<file path="src/rtl/spis_pkg.sv">
package spis_pkg;

  // Position of a frame inside one chip-select window
  typedef enum logic [1:0] {
    FR_STATUS = 2'd0,
    FR_REPLY  = 2'd1,
    FR_TAIL   = 2'd2
  } frame_e;

endpackage

</file>
<file path="src/rtl/spis_sync.sv">
// Multi-stage synchroniser for a bundle of asynchronous inputs
module spis_sync #(
  parameter int unsigned         W       = 1,
  parameter int unsigned         STAGES  = 2,
  parameter logic [W-1:0]        RST_VAL = '0
) (
  input  logic         clk,
  input  logic         rst_n,
  input  logic [W-1:0] d,
  output logic [W-1:0] q
);

  logic [STAGES-1:0][W-1:0] chain_q;

  always_ff @(posedge clk or negedge rst_n) begin
    if (!rst_n) chain_q <= {STAGES{RST_VAL}};
    else        chain_q <= {chain_q[STAGES-2:0], d};
  end

  assign q = chain_q[STAGES-1];

endmodule

</file>
<file path="src/rtl/spis_edge.sv">
// Edge detection on the synchronised serial clock and chip select
module spis_edge (
  input  logic clk,
  input  logic rst_n,
  input  logic sck_s,
  input  logic csn_s,
  output logic sck_rise,
  output logic sck_fall,
  output logic cs_start,
  output logic cs_act
);

  logic sck_q;
  logic csn_q;

  always_ff @(posedge clk or negedge rst_n) begin
    if (!rst_n) begin
      sck_q <= 1'b0;
      csn_q <= 1'b1;
    end else begin
      sck_q <= sck_s;
      csn_q <= csn_s;
    end
  end

  assign cs_act   = ~csn_s;
  assign cs_start = ~csn_s & csn_q;
  // Edges count only inside a selection; a free-running clock is masked
  assign sck_rise = cs_act & ~cs_start & sck_s & ~sck_q;
  assign sck_fall = cs_act & ~cs_start & ~sck_s & sck_q;

endmodule

</file>
<file path="src/rtl/spis_shifter.sv">
// Bit counter plus receive and transmit shift registers
module spis_shifter #(
  parameter int unsigned DATA_W = 8
) (
  input  logic              clk,
  input  logic              rst_n,
  input  logic              cs_start,
  input  logic              sck_rise,
  input  logic              sck_fall,
  input  logic              mosi_s,
  input  logic [DATA_W-1:0] first_byte,
  input  logic [DATA_W-1:0] next_byte,
  output logic              byte_done,
  output logic [DATA_W-1:0] rx_word,
  output logic              tx_bit
);

  localparam int unsigned        CNT_W = (DATA_W > 1) ? $clog2(DATA_W) : 1;
  localparam logic [CNT_W-1:0]   LAST  = CNT_W'(DATA_W - 1);

  logic [CNT_W-1:0]  cnt_q,    cnt_d;
  logic [DATA_W-1:0] rx_q,     rx_d;
  logic [DATA_W-1:0] tx_q,     tx_d;
  logic              reload_q, reload_d;
  logic              last_bit;

  assign last_bit  = (cnt_q == LAST);
  assign byte_done = sck_rise & last_bit;
  assign rx_word   = {rx_q[DATA_W-2:0], mosi_s};
  assign tx_bit    = tx_q[DATA_W-1];

  always_comb begin
    cnt_d    = cnt_q;
    rx_d     = rx_q;
    tx_d     = tx_q;
    reload_d = reload_q;
    if (cs_start) begin
      cnt_d    = '0;
      tx_d     = first_byte;
      reload_d = 1'b0;
    end else if (sck_rise) begin
      rx_d = rx_word;
      if (last_bit) begin
        cnt_d    = '0;
        reload_d = 1'b1;
      end else begin
        cnt_d = cnt_q + 1'b1;
      end
    end else if (sck_fall) begin
      if (reload_q) begin
        tx_d     = next_byte;
        reload_d = 1'b0;
      end else begin
        tx_d = {tx_q[DATA_W-2:0], 1'b0};
      end
    end
  end

  always_ff @(posedge clk or negedge rst_n) begin
    if (!rst_n) begin
      cnt_q    <= '0;
      rx_q     <= '0;
      tx_q     <= '0;
      reload_q <= 1'b0;
    end else begin
      cnt_q    <= cnt_d;
      rx_q     <= rx_d;
      tx_q     <= tx_d;
      reload_q <= reload_d;
    end
  end

endmodule

</file>
<file path="src/rtl/spis_ctrl.sv">
// Frame sequencing, pending-data flag and command hand-off
module spis_ctrl
  import spis_pkg::*;
#(
  parameter int unsigned        DATA_W    = 8,
  parameter logic [DATA_W-1:0]  FILL      = '1,
  parameter logic [DATA_W-1:0]  CMD_FETCH = DATA_W'(1)
) (
  input  logic              clk,
  input  logic              rst_n,
  input  logic              cs_start,
  input  logic              byte_done,
  input  logic [DATA_W-1:0] rx_word,
  input  logic              ld_valid,
  input  logic [DATA_W-1:0] ld_data,
  input  logic [DATA_W-2:0] stat_bits,
  output logic [DATA_W-1:0] first_byte,
  output logic [DATA_W-1:0] next_byte,
  output logic              cmd_valid,
  output logic [DATA_W-1:0] cmd_data,
  output logic              data_ready
);

  frame_e            frame_q,  frame_d;
  logic [DATA_W-1:0] reply_q,  reply_d;
  logic [DATA_W-1:0] data_q,   data_d;
  logic              pend_q,   pend_d;
  logic              carry_q,  carry_d;
  logic              cvld_q,   cvld_d;
  logic [DATA_W-1:0] cmd_q,    cmd_d;

  assign first_byte = {stat_bits, pend_q};
  assign next_byte  = (frame_q == FR_REPLY) ? reply_q : FILL;
  assign cmd_valid  = cvld_q;
  assign cmd_data   = cmd_q;
  assign data_ready = pend_q;

  always_comb begin
    frame_d = frame_q;
    reply_d = reply_q;
    data_d  = data_q;
    pend_d  = pend_q;
    carry_d = carry_q;
    cvld_d  = 1'b0;
    cmd_d   = cmd_q;

    if (cs_start) begin
      frame_d = FR_STATUS;
      carry_d = 1'b0;
    end else if (byte_done) begin
      unique case (frame_q)
        FR_STATUS: begin
          frame_d = FR_REPLY;
          cmd_d   = rx_word;
          cvld_d  = 1'b1;
          if ((rx_word == CMD_FETCH) && pend_q) begin
            reply_d = data_q;
            carry_d = 1'b1;
          end else begin
            reply_d = FILL;
            carry_d = 1'b0;
          end
        end
        FR_REPLY: begin
          frame_d = FR_TAIL;
          if (carry_q) pend_d = 1'b0;
          carry_d = 1'b0;
        end
        default: frame_d = FR_TAIL;
      endcase
    end

    // A fresh load always wins: the new byte stays pending
    if (ld_valid) begin
      data_d  = ld_data;
      pend_d  = 1'b1;
      carry_d = 1'b0;
    end
  end

  always_ff @(posedge clk or negedge rst_n) begin
    if (!rst_n) begin
      frame_q <= FR_STATUS;
      reply_q <= '0;
      data_q  <= '0;
      pend_q  <= 1'b0;
      carry_q <= 1'b0;
      cvld_q  <= 1'b0;
      cmd_q   <= '0;
    end else begin
      frame_q <= frame_d;
      reply_q <= reply_d;
      data_q  <= data_d;
      pend_q  <= pend_d;
      carry_q <= carry_d;
      cvld_q  <= cvld_d;
      cmd_q   <= cmd_d;
    end
  end

endmodule

</file>
<file path="src/rtl/spis_dready_slave.sv">
module spis_dready_slave #(
  parameter int unsigned        DATA_W      = 8,
  parameter int unsigned        SYNC_STAGES = 2,
  parameter logic [DATA_W-1:0]  FILL        = '1,
  parameter logic [DATA_W-1:0]  CMD_FETCH   = DATA_W'(1)
) (
  input  logic              clk,
  input  logic              rst_n,
  input  logic              sclk_i,
  input  logic              csn_i,
  input  logic              mosi_i,
  output logic              miso_o,
  output logic              miso_oe_o,
  input  logic              ld_valid_i,
  input  logic [DATA_W-1:0] ld_data_i,
  input  logic [DATA_W-2:0] stat_bits_i,
  output logic              cmd_valid_o,
  output logic [DATA_W-1:0] cmd_data_o,
  output logic              data_ready_o
);

  logic              sck_s, csn_s, mosi_s;
  logic              sck_rise, sck_fall, cs_start, cs_act;
  logic              byte_done;
  logic [DATA_W-1:0] rx_word, first_byte, next_byte;

  spis_sync #(
    .W       (3),
    .STAGES  (SYNC_STAGES),
    .RST_VAL (3'b010)
  ) u_sync (
    .clk   (clk),
    .rst_n (rst_n),
    .d     ({sclk_i, csn_i, mosi_i}),
    .q     ({sck_s, csn_s, mosi_s})
  );

  spis_edge u_edge (
    .clk      (clk),
    .rst_n    (rst_n),
    .sck_s    (sck_s),
    .csn_s    (csn_s),
    .sck_rise (sck_rise),
    .sck_fall (sck_fall),
    .cs_start (cs_start),
    .cs_act   (cs_act)
  );

  spis_shifter #(.DATA_W(DATA_W)) u_shift (
    .clk        (clk),
    .rst_n      (rst_n),
    .cs_start   (cs_start),
    .sck_rise   (sck_rise),
    .sck_fall   (sck_fall),
    .mosi_s     (mosi_s),
    .first_byte (first_byte),
    .next_byte  (next_byte),
    .byte_done  (byte_done),
    .rx_word    (rx_word),
    .tx_bit     (miso_o)
  );

  spis_ctrl #(
    .DATA_W    (DATA_W),
    .FILL      (FILL),
    .CMD_FETCH (CMD_FETCH)
  ) u_ctrl (
    .clk        (clk),
    .rst_n      (rst_n),
    .cs_start   (cs_start),
    .byte_done  (byte_done),
    .rx_word    (rx_word),
    .ld_valid   (ld_valid_i),
    .ld_data    (ld_data_i),
    .stat_bits  (stat_bits_i),
    .first_byte (first_byte),
    .next_byte  (next_byte),
    .cmd_valid  (cmd_valid_o),
    .cmd_data   (cmd_data_o),
    .data_ready (data_ready_o)
  );

  assign miso_oe_o = cs_act;

endmodule

</file>
<file path="config.mk">
export PLATFORM = sky130hd
export DESIGN_NAME = spis_dready_slave
export DESIGN_NICKNAME = d
export VERILOG_FILES = /design/src/rtl/spis_pkg.sv /design/src/rtl/spis_sync.sv /design/src/rtl/spis_edge.sv /design/src/rtl/spis_shifter.sv /design/src/rtl/spis_ctrl.sv /design/src/rtl/spis_dready_slave.sv
export SDC_FILE = /design/constraint.sdc
export NUM_CORES = 1
export LEC_CHECK = 0
export ABC_AREA = 1
export CELL_PAD_IN_SITES_DETAIL_PLACEMENT = 1
export CELL_PAD_IN_SITES_GLOBAL_PLACEMENT = 1
export CORE_ASPECT_RATIO = 0.7
export CORE_UTILIZATION = 44
export CTS_CLUSTER_SIZE = 28
export DETAILED_ROUTE_END_ITERATION = 12
export GPL_ROUTABILITY_DRIVEN = 0
export PLACE_DENSITY = 0.9
export SYNTH_ARGS = -nofsm -noshare
export SYNTH_HDL_FRONTEND = slang
export SYNTH_SLANG_ARGS = --single-unit
</file>
<file path="constraint.sdc">
create_clock -name clk -period 3.7 [get_ports clk]
set_input_delay 0.74 -clock clk [delete_from_list [all_inputs] [get_ports clk]]
set_output_delay 0.74 -clock clk [all_outputs]
set_load 0.05 [all_outputs]
</file>
# [Word-level counts from Yosys, hierarchy flattened]
# Index checks and enable logic that the tools add are counted.
[op_classes] addsub=1 mul=0 div=0 n_lt_le_gt_ge=0 n_eq_ne=6 shifts=0 n_mux=29 bitwise=11 reduce_logical=17
[ops] operator="$mux W8" count=6
[ops] operator="$mux W1" count=16
[ops] operator="$reduce_bool A2 Y1" count=6
[ops] operator="$mux W3" count=3
[ops] operator="$eq A8 B1 Y1 const B" count=1
[ops] operator="$reduce_and A2 Y1" count=4
[ops] operator="$and A1 B1 Y1" count=7
[ops] operator="$mux W2" count=3
[ops] operator="$reduce_bool A3 Y1" count=2
[ops] operator="$ne A2 B2 Y1 const B" count=2
[ops] operator="$not A1 Y1" count=4
[ops] operator="$reduce_and A4 Y1" count=1
[ops] operator="$reduce_bool A4 Y1" count=1
[ops] operator="$add A3 B1 Y3 const B" count=1
[ops] operator="$eq A3 B3 Y1 const B" count=1
[ops] operator="$ne A3 B3 Y1 const B" count=1
[ops] operator="$reduce_and A3 Y1" count=1
[ops] operator="$eq A2 B1 Y1 const B" count=1
[ops] operator="$logic_not A2 Y1" count=1
[ops] operator="$pmux W1 S2" count=1
[ops] operator="$logic_and A1 B1 Y1" count=1
[totals] ff_bits=56 latchBits=0 ram_bits=0 romBits=0 inputBits=21 output_inout_bits=12 word_cells=79 memories=0

# [Longest topological paths before layout]
[depth] word_depth=10 mapped_depth=8 depth_no_buf=8

# [Cells and area by module]
# From an unflattened synthesis, not the netlist that was laid out.
[unflattened] cells_unflattened=301 hier_area_um2=2543.7
[by_module_without_submodules] mod="spis_ctrl" n_inst=1 cells_per_inst=154 area_per_inst_um2=1318.8 seq_area_each_um2=725.7
[by_module_without_submodules] mod="spis_shifter" n_inst=1 cells_per_inst=126 area_per_inst_um2=957.2 seq_area_each_um2=475.5
[by_module_without_submodules] mod="spis_sync" n_inst=1 cells_per_inst=9 area_per_inst_um2=175.2 seq_area_each_um2=152.6
[by_module_without_submodules] mod="spis_edge" n_inst=1 cells_per_inst=12 area_per_inst_um2=92.6 seq_area_each_um2=51.3

# [Worst setup path after synthesis]
# Ideal clock, no wire load.
[synth_timing] kind="register to output" startpoint="register u_sync.chain_q (netlist bit u_sync.q[1])" endpoint="output miso_oe_o" arrival_time_ns=0.677 required_time_ns=2.960 setup_slack_ns=2.283 stages_incl_launch_ff=2 n_path_buf=0 path_cell_list="dfstp_2 -> inv_2"
[synth_between] elab_chain_len=1
[synth_lines] element="start: declaration" line_no="spis_sync.sv:13" text="logic [STAGES-1:0][W-1:0] chain_q;"
[synth_lines] element="start signal: assignment" line_no="spis_sync.sv:16" text="if (!rst_n) chain_q <= {STAGES{RST_VAL}};"
[synth_lines] element="start signal: assignment" line_no="spis_sync.sv:17" text="else chain_q <= {chain_q[STAGES-2:0], d};"
[synth_lines] element="$not A1 Y1" line_no="spis_edge.sv:26" text="assign cs_act = ~csn_s;"
[synth_lines] element="end: declaration" line_no="spis_dready_slave.sv:13" text="output logic miso_oe_o,"
# No other way between the ends.

# [Final worst setup path]
[layout_timing] startpoint="register u_ctrl.pend_q, in the netlist u_ctrl.data_ready" endpoint="output data_ready_o"
[layout_rtl] element="start: declaration" line_no="spis_ctrl.sv:27" text="logic pend_q, pend_d;"
[layout_rtl] element="start signal: assignment" line_no="spis_ctrl.sv:94" text="pend_q <= pend_d;"
[layout_rtl] element="end: declaration" line_no="spis_dready_slave.sv:19" text="output logic data_ready_o"
# No word-level cell between the ends.

==> flow_summary.json <==
{
  "worst_r2r_startpoint": "u_edge.sck_q",
  "synth_top_area_frac": 0.542,
  "clk_pin_slew_worst_paths_ns": 0.10,
  "synth_area_um2": 2450,
  "grt_max_degree": 30,
  "cts_tree": "yes",
  "crit_type": "register to primary output",
  "cp.depth": 1,
  "antenna_found_initial": 0,
  "seq_area_frac_synth": 0.574,
  "core-area_um2": 5290,
  "path_buf_inv": 1,
  "rr_worst_depth": 7,
  "yosys_warnings": 0,
  "syn_nets": 305,
  "final_common_cell": "nand2_1",
  "final.fill_count": 624,
  "syn_area_per_cell_um2": 8.68,
  "grt_overflow_total": 0,
  "insertion_delay_ns": 0.32,
  "ys_ff_latch": 56,
  "die_w_um": 91.1,
  "min_period_ns": 2.50,
  "finalWorstSetupSlack_ns": 1.20,
  "remaining_drc_errors": 0,
  "numCtsBuffers": 5,
  "hpwlAfterDp_mm": 4.13,
  "finalHoldViolCount": 0,
  "start_util": 0.463,
  "most-common-layout-cells": "85 x nand2_1, 53 x dfrtp_1, 37 x nor2_1",
  "wirelength_mm": 5.89,
  "synthDistinctLibCells": 24,
  "first_global_vias": 2124,
  "start_kind": "register",
  "ys_top_cells_by_area": "dfrtp_1 54%, nand2_1 13%, nor2_1 5.7%",
  "die_h_um": 64.4,
  "required_ns": 2.96,
  "area_growth_syn_to_layout_pct": 18.5,
  "vias": 1909,
  "cp_top_family": "buffers and inverters",
  "cts_buffer_depth": 2,
  "vdd.ir_drop.worst_mv": 0.173,
  "powerDensity_nw_per_um2": 422,
  "cts_setup_buffers": 0,
  "cts_sinks": 56,
  "critPathMaxStageDelay_ns": 0.89,
  "cts_resized": 0,
  "track_usage": 0.231,
  "endpoint": "data_ready_o",
  "r2r_setup_slack_ns": 1.97,
  "r2r-end": "u_ctrl.reply_q[7]",
  "rows": 22,
  "endpoint_kind": "primary output",
  "die_area_um2": 5870,
  "cp.arrival_ns": 1.76,
  "post-route-period-util": 0.676,
  "fin_setup_tns_ns": 0,
  "hold_buffers": 0,
  "syn_inst": 282,
  "portBuffers": 32,
  "cts_max_level": 2,
  "skew_ns": 0.0114,
  "drt_iter0_markers": 123,
  "n_antenna_cell": 0,
  "cts_root_buffer": "clkbuf_8",
  "crit_chain": "clkdlybuf4s50_1",
  "synth_top_area_cell": "dfrtp_1",
  "nets": 336,
  "pin_count": 33,
  "drv_slew": 0,
  "crit_path_max_fanout": 12,
  "grt_first_pass_wirelength_mm": 10.4,
  "viasPerCell": 4.95,
  "hold_path_class": "register to register",
  "firstDrtPassIters": 4,
  "max_freq_mhz": 400,
  "critPathLaunch": "u_ctrl.data_ready",
  "drive_above_1_share": 0.105,
  "cap_violations": 0,
  "crit_slowest_cell": "clkdlybuf4s50_1",
  "wl_per_cell_um": 15.3,
  "p_leak_nw": 1.42,
  "rsz0062_at_grt": "no",
  "setup_viol": 0,
  "max-slew-margin-rel": 0.567,
  "status": "finished clean",
  "tightest_slew_ns": 0.650,
  "pre_cts_ws_ns": 1.54,
  "ant_nets": 0
}
-- worst min path at each step --
stage / slack [ns] / to / startpoint / cells after the start
after floorplan: 0.33 / u_sync.q[0] / u_sync.chain_q[0] / 0
after global placement: 0.34 / u_sync.q[0] / u_sync.chain_q[0] / 0
after detailed placement: 0.34 / u_sync.q[2] / u_sync.chain_q[2] / 0
after CTS: 0.37 / u_sync.q[0] / u_sync.chain_q[0] / 0
after global routing: 0.37 / u_sync.q[1] / u_sync.chain_q[1] / 0
final: 0.36 / u_sync.q[1] / u_sync.chain_q[1] / 0
-- power by group --
group          leakage (nW)  internal, mW  switching [mW]
Combinational         0.660        0.0667           0.114
Clock                0.0434         0.152           0.205
Sequential            0.714         0.656          0.0295
-- layout make-up --
class / instances / area [um2] / area share
Clock inverter: 2 / 15.0 / 0.00518
Tap cell: 72 / 90.1 / 0.0311
Multi-Input combinational cell: 188 / 876 / 0.302
Clock buffer: 6 / 82.6 / 0.0285
Sequential cell: 56 / 1410 / 0.484
Inverter: 29 / 109 / 0.0375
Timing Repair Buffer: 33 / 323 / 0.111
-- synth_stat cells, drive strengths merged --
cell	count
nor2	41
nand2	88
clkbuf	2
buf	7
dfstp	3
a211oi	1
o21ai	28
dfrtp	53
nand4	1
inv	29
a21oi	6
ha	2
a31oi	4
or2	1
nand3	16
-- flip-flops by register name, indices dropped and copies added, names as in the netlist --
signal / cells
u_ctrl.cmd_valid: 1
u_sync.chain_q: 3
u_shift.tx_q: 8
u_edge.sck_q: 1
u_ctrl.reply_q: 8
u_ctrl.frame_q: 2
u_ctrl.cmd_data: 8
u_shift.rx_q: 7
u_ctrl.data_ready: 1
u_shift.reload_q: 1
u_ctrl.carry_q: 1
u_edge.csn_q: 1
u_sync.q: 3
u_ctrl.data_q: 8
u_shift.cnt_q: 3
-- metal layers --
layer	track usage	share of wire
met2	0.384	0.46
met4	0.0794	0.014
met3	0.0429	0.038
met5	0	0
met1	0.306	0.49
-- cell families (layout without fill, tap and decap cells) --
| family | Yosys count | in the layout | synth area share |
|---|---|---|---|
| AO/OA/AOI/OAI | 39 | 39 | 0.0936 |
| flip-flops | 56 | 56 | 0.574 |
| AND/OR/NAND/NOR | 147 | 147 | 0.254 |
| adder cells (fa/ha/maj) | 2 | 2 | 0.0102 |
| buffers and inverters | 38 | 70 | 0.0680 |
-- per-stage QoR --
| step | total power [mW] | std cells | cell area (um2) | hold slack [ns] | util |
|---|---|---|---|---|---|
| 6_report | 1.22 | 386 | 2900 | 0.365 | 0.549 |
| 2_1_floorplan | 0.801 | 282 | 2450 | 0.331 | - |
| 5_1_grt | 1.29 | 386 | 2900 | 0.374 | 0.549 |
| 4_1_cts | 1.24 | 386 | 2900 | 0.368 | 0.549 |
| 3_5_place_dp | 0.878 | 378 | 2800 | 0.343 | 0.530 |
| 3_3_place_gp | 0.863 | 378 | 2800 | 0.336 | 0.530 |
(Power assumes the default switching activity.)
